## config.mk

```make
export PLATFORM = sky130hd
export DESIGN_NAME = trig_iface_regs
export DESIGN_NICKNAME = d
export VERILOG_FILES = /design/src/rtl/trig_regs_pkg.sv /design/src/rtl/trig_reg_decode.sv /design/src/rtl/trig_reg_ctrl.sv /design/src/rtl/trig_reg_readmux.sv /design/src/rtl/trig_iface_regs.sv
export SDC_FILE = /design/constraint.sdc
export NUM_CORES = 1
export LEC_CHECK = 0
export CAP_MARGIN = 20
export CORE_MARGIN = 4
export CORE_UTILIZATION = 42
export DETAILED_ROUTE_END_ITERATION = 10
export PLACE_DENSITY = 0.92
export SLEW_MARGIN = 20
export SYNTH_ARGS = -nofsm -noshare
export SYNTH_HDL_FRONTEND = slang
export SYNTH_SLANG_ARGS = --single-unit
export TNS_END_PERCENT = 5
```

## constraint.sdc

```tcl
create_clock -name clk -period 5.8 [get_ports clk]
set_input_delay 0.87 -clock clk [delete_from_list [all_inputs] [get_ports clk]]
set_output_delay 0.87 -clock clk [all_outputs]
set_load 0.01 [all_outputs]
```

## src/rtl/trig_regs_pkg.sv

```systemverilog
package trig_regs_pkg;
  localparam int NUM_REGS = 5;
  localparam int OFFS_W   = 4;

  // index of each location in the one-hot select vector
  localparam int REG_CSR = 0;
  localparam int REG_VEC = 1;
  localparam int REG_TDR = 2;
  localparam int REG_OUT = 3;
  localparam int REG_INP = 4;

  // local offsets, same order as the select indices
  localparam logic [OFFS_W-1:0] REG_OFFS [NUM_REGS] = '{4'h0, 4'h2, 4'h4, 4'h6, 4'h8};

  // control word fields
  localparam int CSR_MODE  = 0;
  localparam int CSR_TEN   = 1;
  localparam int CSR_IEN   = 2;
  localparam int CSR_TEST  = 3;
  localparam int CSR_RST   = 7;
  localparam int CSR_LVL   = 8;
  localparam int CSR_PEND  = 14;
  localparam int CSR_VALID = 15;

  // trigger data word fields
  localparam int TDR_MODE = 7;
  localparam int TDR_TIRQ = 8;
  localparam int TDR_ACK  = 15;
  localparam int TDR_ONE_LO = 9;
  localparam int TDR_ONE_HI = 14;

  typedef struct packed {
    logic test_en;
    logic irq_en;
    logic trig_en;
    logic mode_ext;
  } ctrl_t;
endpackage

```

## src/rtl/trig_reg_decode.sv

```systemverilog
module trig_reg_decode
  import trig_regs_pkg::*;
#(
  parameter int ADDR_W = 16,
  localparam int BASE_W = ADDR_W - OFFS_W
) (
  input  logic [ADDR_W-1:0]   bus_addr,
  input  logic [BASE_W-1:0]   cfg_base,
  output logic                hit,
  output logic [NUM_REGS-1:0] sel
);
  logic base_ok;
  assign base_ok = (bus_addr[ADDR_W-1:OFFS_W] == cfg_base);
  assign hit     = base_ok;

  for (genvar g = 0; g < NUM_REGS; g++) begin : g_sel
    assign sel[g] = base_ok && (bus_addr[OFFS_W-1:0] == REG_OFFS[g]);
  end
endmodule

```

## src/rtl/trig_reg_ctrl.sv

```systemverilog
module trig_reg_ctrl
  import trig_regs_pkg::*;
#(
  parameter int DATA_W = 16,
  parameter int VEC_W  = 8,
  parameter int OUT_W  = 8
) (
  input  logic                clk,
  input  logic                rst,
  input  logic                wr_stb,
  input  logic [NUM_REGS-1:0] sel,
  input  logic [DATA_W-1:0]   wr_data,
  output ctrl_t               ctrl_q,
  output logic [VEC_W-1:0]    vec_q,
  output logic [OUT_W-1:0]    out_q,
  output logic                rst_pls,
  output logic                ack_pls,
  output logic                tirq_pls
);
  logic wr_csr, wr_vec, wr_tdr, wr_out;
  assign wr_csr = wr_stb && sel[REG_CSR];
  assign wr_vec = wr_stb && sel[REG_VEC];
  assign wr_tdr = wr_stb && sel[REG_TDR];
  assign wr_out = wr_stb && sel[REG_OUT];

  always_ff @(posedge clk) begin
    if (rst) begin
      ctrl_q   <= '0;
      vec_q    <= '0;
      out_q    <= '0;
      rst_pls  <= 1'b0;
      ack_pls  <= 1'b0;
      tirq_pls <= 1'b0;
    end else begin
      rst_pls  <= 1'b0;
      ack_pls  <= 1'b0;
      tirq_pls <= 1'b0;
      if (wr_csr) begin
        if (wr_data[CSR_RST]) begin
          ctrl_q  <= '0;
          vec_q   <= '0;
          out_q   <= '0;
          rst_pls <= 1'b1;
        end else begin
          ctrl_q.mode_ext <= wr_data[CSR_MODE];
          ctrl_q.trig_en  <= wr_data[CSR_TEN];
          ctrl_q.irq_en   <= wr_data[CSR_IEN];
          ctrl_q.test_en  <= wr_data[CSR_TEST];
        end
      end
      if (wr_vec) vec_q <= wr_data[VEC_W-1:0];
      if (wr_out) out_q <= wr_data[OUT_W-1:0];
      if (wr_tdr) begin
        if (wr_data[TDR_ACK]) ack_pls <= 1'b1;
        if (wr_data[TDR_TIRQ] && ctrl_q.test_en && ctrl_q.irq_en) tirq_pls <= 1'b1;
      end
    end
  end
endmodule

```

## src/rtl/trig_reg_readmux.sv

```systemverilog
module trig_reg_readmux
  import trig_regs_pkg::*;
#(
  parameter int DATA_W = 16,
  parameter int VEC_W  = 8,
  parameter int OUT_W  = 8,
  parameter int IN_W   = 6,
  parameter int LVL_W  = 3
) (
  input  logic                clk,
  input  logic                rst,
  input  logic                rd_stb,
  input  logic [NUM_REGS-1:0] sel,
  input  ctrl_t               ctrl_q,
  input  logic [VEC_W-1:0]    vec_q,
  input  logic [OUT_W-1:0]    out_q,
  input  logic [LVL_W-1:0]    irq_level,
  input  logic                irq_pending,
  input  logic                trig_valid,
  input  logic [IN_W-1:0]     trig_data,
  input  logic [IN_W-1:0]     ext_in,
  output logic [DATA_W-1:0]   rd_data
);
  logic [DATA_W-1:0] rd_next;

  always_comb begin
    rd_next = '1;
    if (sel[REG_CSR]) begin
      rd_next = '0;
      rd_next[CSR_MODE]  = ctrl_q.mode_ext;
      rd_next[CSR_TEN]   = ctrl_q.trig_en;
      rd_next[CSR_IEN]   = ctrl_q.irq_en;
      rd_next[CSR_TEST]  = ctrl_q.test_en;
      rd_next[CSR_LVL +: LVL_W] = irq_level;
      rd_next[CSR_PEND]  = irq_pending;
      rd_next[CSR_VALID] = trig_valid;
    end else if (sel[REG_VEC]) begin
      rd_next[VEC_W-1:0] = vec_q;
    end else if (sel[REG_TDR]) begin
      rd_next = '0;
      rd_next[TDR_ONE_HI:TDR_ONE_LO] = '1;
      rd_next[TDR_MODE] = ctrl_q.mode_ext;
      rd_next[IN_W-1:0] = trig_data;
    end else if (sel[REG_OUT]) begin
      rd_next[OUT_W-1:0] = out_q;
    end else if (sel[REG_INP]) begin
      if (!ctrl_q.mode_ext) begin
        rd_next[IN_W]     = 1'b0;
        rd_next[IN_W-1:0] = ext_in;
      end
    end
  end

  always_ff @(posedge clk) begin
    if (rst)         rd_data <= '0;
    else if (rd_stb) rd_data <= rd_next;
  end
endmodule

```

## src/rtl/trig_iface_regs.sv

```systemverilog
module trig_iface_regs
  import trig_regs_pkg::*;
#(
  parameter int DATA_W = 16,
  parameter int ADDR_W = 16,
  parameter int VEC_W  = 8,
  parameter int OUT_W  = 8,
  parameter int IN_W   = 6,
  parameter int LVL_W  = 3,
  localparam int BASE_W = ADDR_W - OFFS_W
) (
  input  logic              clk,
  input  logic              rst,
  input  logic [BASE_W-1:0] cfg_base,
  input  logic [ADDR_W-1:0] bus_addr,
  input  logic              wr_en,
  input  logic              rd_en,
  input  logic [DATA_W-1:0] wr_data,
  output logic [DATA_W-1:0] rd_data,
  input  logic [LVL_W-1:0]  irq_level,
  input  logic              irq_pending,
  input  logic              trig_valid,
  input  logic [IN_W-1:0]   trig_data,
  input  logic [IN_W-1:0]   ext_in,
  output logic              mode_ext,
  output logic              trig_en,
  output logic              irq_en,
  output logic              test_en,
  output logic              reset_pulse,
  output logic              ack_pulse,
  output logic              test_irq_pulse,
  output logic [VEC_W-1:0]  vector,
  output logic [OUT_W-1:0]  out_port
);
  logic                hit;
  logic [NUM_REGS-1:0] sel;
  ctrl_t               ctrl_q;

  trig_reg_decode #(.ADDR_W(ADDR_W)) u_dec (
    .bus_addr (bus_addr),
    .cfg_base (cfg_base),
    .hit      (hit),
    .sel      (sel)
  );

  trig_reg_ctrl #(.DATA_W(DATA_W), .VEC_W(VEC_W), .OUT_W(OUT_W)) u_ctrl (
    .clk      (clk),
    .rst      (rst),
    .wr_stb   (wr_en && hit),
    .sel      (sel),
    .wr_data  (wr_data),
    .ctrl_q   (ctrl_q),
    .vec_q    (vector),
    .out_q    (out_port),
    .rst_pls  (reset_pulse),
    .ack_pls  (ack_pulse),
    .tirq_pls (test_irq_pulse)
  );

  trig_reg_readmux #(.DATA_W(DATA_W), .VEC_W(VEC_W), .OUT_W(OUT_W),
                     .IN_W(IN_W), .LVL_W(LVL_W)) u_rd (
    .clk         (clk),
    .rst         (rst),
    .rd_stb      (rd_en && hit),
    .sel         (sel),
    .ctrl_q      (ctrl_q),
    .vec_q       (vector),
    .out_q       (out_port),
    .irq_level   (irq_level),
    .irq_pending (irq_pending),
    .trig_valid  (trig_valid),
    .trig_data   (trig_data),
    .ext_in      (ext_in),
    .rd_data     (rd_data)
  );

  assign mode_ext = ctrl_q.mode_ext;
  assign trig_en  = ctrl_q.trig_en;
  assign irq_en   = ctrl_q.irq_en;
  assign test_en  = ctrl_q.test_en;
endmodule

```

## Word-level counts from Yosys, hierarchy flattened

Cells that the tools add are included.

- Input port bits: 65
- Memories kept: 0
- ROM bits: 0
- Output and inout bits: 39
- Latch bits: 0
- Word-level logic and storage cells: 56
- Bits in registers: 39
- RAM bits: 0

- Bitwise gates (word level): 2
- Multiplexer cells: 17
- Eq/ne operators: 5
- Shift operators: 0
- Div/mod/pow operators: 0
- Magnitude comparators: 0
- $add $sub $neg: 0
- Reduce and logical (&&, ||, !) cells: 22
- Multiply operators: 0

Operator list:

| operator | number |
|---|---|
| 8-bit two-way mux | 8 |
| 7-bit two-way mux | 3 |
| 16-bit two-way mux | 1 |
| 1-bit logical AND | 13 |
| 12-bit == test | 1 |
| 4-bit by 3-bit == test with 1-bit output, second input constant | 2 |
| 2-bit nonzero test | 4 |
| 4-bit by 2-bit == test with 1-bit output, second input constant | 1 |
| 4-bit == test, second input constant | 1 |
| 4-bit logical NOT | 1 |
| 1-bit two-way mux | 4 |
| 4-bit two-way mux | 1 |
| 2-bit AND reduction | 2 |
| 2-bit OR reduction | 2 |
| 1-bit inverter | 2 |

## Longest topological paths before layout

- Word-level depth: 7
- Gate-level depth with buffers: 7
- Mapped depth without buffers: 5

## Cells and area by module

Synthesis repeated with hierarchy kept, for this count alone.

- Cell total of the unflattened synthesis: 205
- Area total of the unflattened synthesis: 1873.0 µm²

By module, submodules not included:

| module | area each (µm²) | cells each | sequential area each (µm²) | instances |
|---|---|---|---|---|
| trig_reg_ctrl | 883.3 | 78 | 460.4 | 1 |
| trig_reg_readmux | 775.7 | 97 | 280.3 | 1 |
| trig_reg_decode | 201.4 | 28 | 0.0 | 1 |
| trig_iface_regs | 12.5 | 2 | 0.0 | 1 |

## Worst setup path before layout

No wires, ideal clock.

- Path kind: input to register
- Start: input cfg_base[4]
- End: register u_ctrl.vec_q[7]
- Required time: 5.666 ns
- Arrival: 2.287 ns
- Cell stages on the path: 5
- Slack: 3.379 ns
- Setup time: 0.134 ns
- Buffers on the path: 0
- Cell sequence: xnor2_1 -> nand4_2 -> nor4_4 -> a31oi_1 -> or4_1

- Longest elaborated chain between the ends: 5
- Elaborated cells on any way between the ends: 10
- Classes of those cells: eq/ne: 1; mux: 1; reduce/logical: 8

RTL lines:

| element | line | source |
|---|---|---|
| from (decl) | trig_iface_regs.sv:14 | `input logic [BASE_W-1:0] cfg_base,` |
| 12-bit == test (*) | trig_reg_decode.sv:13 | `assign base_ok = (bus_addr[ADDR_W-1:OFFS_W] == cfg_base);` |
| 1-bit logical AND, on equally long branches | trig_iface_regs.sv:49, trig_reg_decode.sv:17 |  |
| 1-bit logical AND, on equally long branches | trig_reg_ctrl.sv:22, trig_reg_ctrl.sv:21 |  |
| 2-bit nonzero test (no line) | - |  |
| 2-bit AND reduction (no line) | - |  |
| to (signal assigned) | trig_reg_ctrl.sv:51 | `if (wr_vec) vec_q <= wr_data[VEC_W-1:0];` |
| to (decl) | trig_reg_ctrl.sv:14 | `output logic [VEC_W-1:0] vec_q,` |

Every way passes the cells marked *; elsewhere a longest branch is shown, timed or not.
A chain may end at the register's enable or synchronous reset.

## Final worst setup path

- Start: input bus_addr[2]
- End: register u_ctrl.ctrl_q[3] (netlist name)

- Longest elaborated chain between the ends: 3

RTL lines:

| element | line | source |
|---|---|---|
| from (decl) | trig_iface_regs.sv:15 | `input logic [ADDR_W-1:0] bus_addr,` |
| 4-bit logical NOT | trig_reg_decode.sv:17 | `assign sel[g] = base_ok && (bus_addr[OFFS_W-1:0] == REG_OFFS[g]);` |
| 1-bit logical AND | trig_reg_decode.sv:17 |  |
| 1-bit logical AND | trig_reg_ctrl.sv:21 | `assign wr_csr = wr_stb && sel[REG_CSR];` |

No other way between the ends.

==> results.ini <==
[critical_path]
crit_arrival_ps=3340
r2r-end=u_rd.rd_data[4]
r2r_setup_slack_ps=3950
timing.rr.start=u_ctrl.ctrl_q[0]
end_kind=flip-flop
crit_required_ps=6010
reg2reg_depth=3
crit_fanout=20
cp-start-kind=input pin
path_class=in2reg

[placed_design]
port_buffers=97
gp_congestion=0.852
place_area_um2=2900
preCtsSetupSlack_ps=2420
post-dp-hpwl_mm=4.46

[die]
dieArea_um2=5760
rows=24
die_h_um=75.9
start_util_pct=43.8
io_pins=104
die_w_um=75.9
fp.coreArea_um2=4410

[grt]
grt_max_degree=21
antenna_found_initial=0
gr-usage-all-layers_pct=20.7
grt_pass1_vias=1967
grt_pass1_wl_mm=8.98
gr-total-overflow=0

[logic_synthesis]
synth_top_cell_area_share_pct=38.3
postSynthCellCount=200
ys_warn_count=0
synth_edf_count=0
ys_types=46
ys.flop_type=dfxtp_1
synthArstFlopShare_pct=0
syn_nets=265
synth_seq_area_share_pct=38.3
ys_ff_latch=37
synth_common_cells=dfxtp_1 (37), nor2_1 (16), a22o_1 (15)
yosys.area.top_type=dfxtp_1
synth.most_common_cell=dfxtp_1
netlist_area_um2=1940
syn-mean-instance-area_um2=9.68
yosys-top-cells-area=dfxtp_1 (38%), a22o_1 (6.8%), xnor2_2 (4.2%)

[routing]
dr_total_vias=1969
drt-pass1-iter-count=4
wl_mm=5.85
ant_nets=0
via_per_inst=5.74
wire_per_inst_um=17.1
drtIter0Drc=223
route.detailed.drc=0

[cells_and_area]
post-route-cell-area_um2=2980
layout-drive-gt1-share_pct=9.97
final_nets=355
area_delta_synth_final_pct=54.0
diodes=0
fill_cells=343

[timing]
hold_viol=0
fin_ws_ps=2680
max_slew_margin_pct=35.9
holdWs_ps=483
clock-skew-final_ps=4.06
final.period_utilization_pct=53.9
slew_viol_final=0
setup_viol=0
rsz0062_at_grt=false
tightest_slew_ps=954
fmax_ghz=0.320
fin_crit_ps=3120
setup_tns_ps=0

[clock_network]
cts_max_level=2
postCtsSetupBuffers=0
cts_hold_buf=0
cts-resized-gates=0
clk_path_buf_depth=2
cts-root-buf=clkbuf_8
clk_pin_slew_worst_paths_ps=70
clkLatencyLatePin_ps=290
cts_tree=built
cts_made_buffers=5
clkSinkCount=37

[worst_hold_path]
min-delay-start=u_rd.rd_data[5]
worstHoldPathType=reg2reg
holdPathEnd=u_rd.rd_data[5]
hold_depth=2

[pwr]
irDropWorstVdd_uv=166
power_density_nw_per_um2=176
p_leak_nw=1.06

[run_status]
status=finished, final reports clean

[flow_run]
cap_violations=0

## power by group
group          switching [mW]  total, mW  internal [mW]
combinational          0.0402     0.0922         0.0519
clock                  0.0946      0.178         0.0833
sequential          0.0000180      0.254          0.254
## metrics by stage
stage                     util, %  cells  total power, mW
after floorplan                 -    200            0.301
after global placement       65.7    335            0.350
after detailed placement     65.7    335            0.351
after CTS                    67.5    343            0.523
after global routing         67.5    343            0.540
final                        67.5    343            0.524
## per-layer routing
metal  global-route usage, %  up-vias  share of wire [%]  wire length [um]
met5                       0        -                  0                 0
met4                    5.05        0               0.65                38
met3                    6.60        6                9.9               578
met2                    34.6      102                 51              2990
met1                    25.7      921                 38              2240
li1                        -      940                  -                 -
## state kept, by name, indices dropped and copies added, names as in the netlist
| signal | cells |
|---|---|
| u_ctrl.ctrl_q | 4 |
| u_rd.rd_data | 14 |
| u_ctrl.ack_pls | 1 |
| u_ctrl.vec_q | 8 |
| u_ctrl.tirq_pls | 1 |
| u_ctrl.out_q | 8 |
| u_ctrl.rst_pls | 1 |
## cell families after synthesis
logic type | count (synthesis) | share of synthesized area [%]
mux | 8 | 4.46
compound gates | 63 | 23.2
flops | 37 | 38.3
xor+xnor | 12 | 7.37
simple gates | 60 | 21.8
buf+inv | 20 | 4.91
## cell type report
class,count,area (um2),area share (%)
multi-input combinational,143,1100,36.9
sequential,37,741,24.8
clock inverter,2,10.0,0.336
timing repair buffer,97,971,32.6
tap,52,65.1,2.18
clock buffer,6,72.6,2.43
inverter,6,22.5,0.755
## cell usage in the layout, fill, tap and decap left out, types with 2 or more instances in the layout
master,instances
o221a_2,3
mux2_2,5
clkinv_2,2
o32ai_1,4
nand4_4,2
xnor2_2,5
nor4_1,6
a31oi_1,3
a21oi_1,14
inv_1,6
xnor2_1,7
nand3b_1,5
a22o_1,15
clkdlybuf4s50_1,97
nor4_4,3
o21ai_0,11
a221o_1,2
dfxtp_1,37
nand3_1,4
clkbuf_8,5
mux2i_1,3
o22ai_1,3
a211oi_1,3
nand2_1,9
nand2b_1,2
nor2_1,16
## how the worst max path moves through the flow
stage | startpoint | endpoint | slack (ps) | cells past startpoint
after floorplan | cfg_base[4] | u_ctrl.vec_q[7] | 3380 | 5
after global placement | bus_addr[2] | u_ctrl.ctrl_q[1] | 2480 | 6
after detailed placement | cfg_base[7] | u_rd.rd_data[4] | 2420 | 6
after CTS | bus_addr[2] | u_ctrl.ctrl_q[3] | 2710 | 6
after global routing | bus_addr[2] | u_ctrl.ctrl_q[3] | 2440 | 6
final | bus_addr[2] | u_ctrl.ctrl_q[3] | 2680 | 6
## critical path, cell delays in order
cell	delay, ps
clkdlybuf4s50_1	780
nor2_1	580
nand3_1	260
nor4_1	530
nand3b_1	150
a21oi_1	170
No activity file was read; power rests on OpenSTA's default activity.
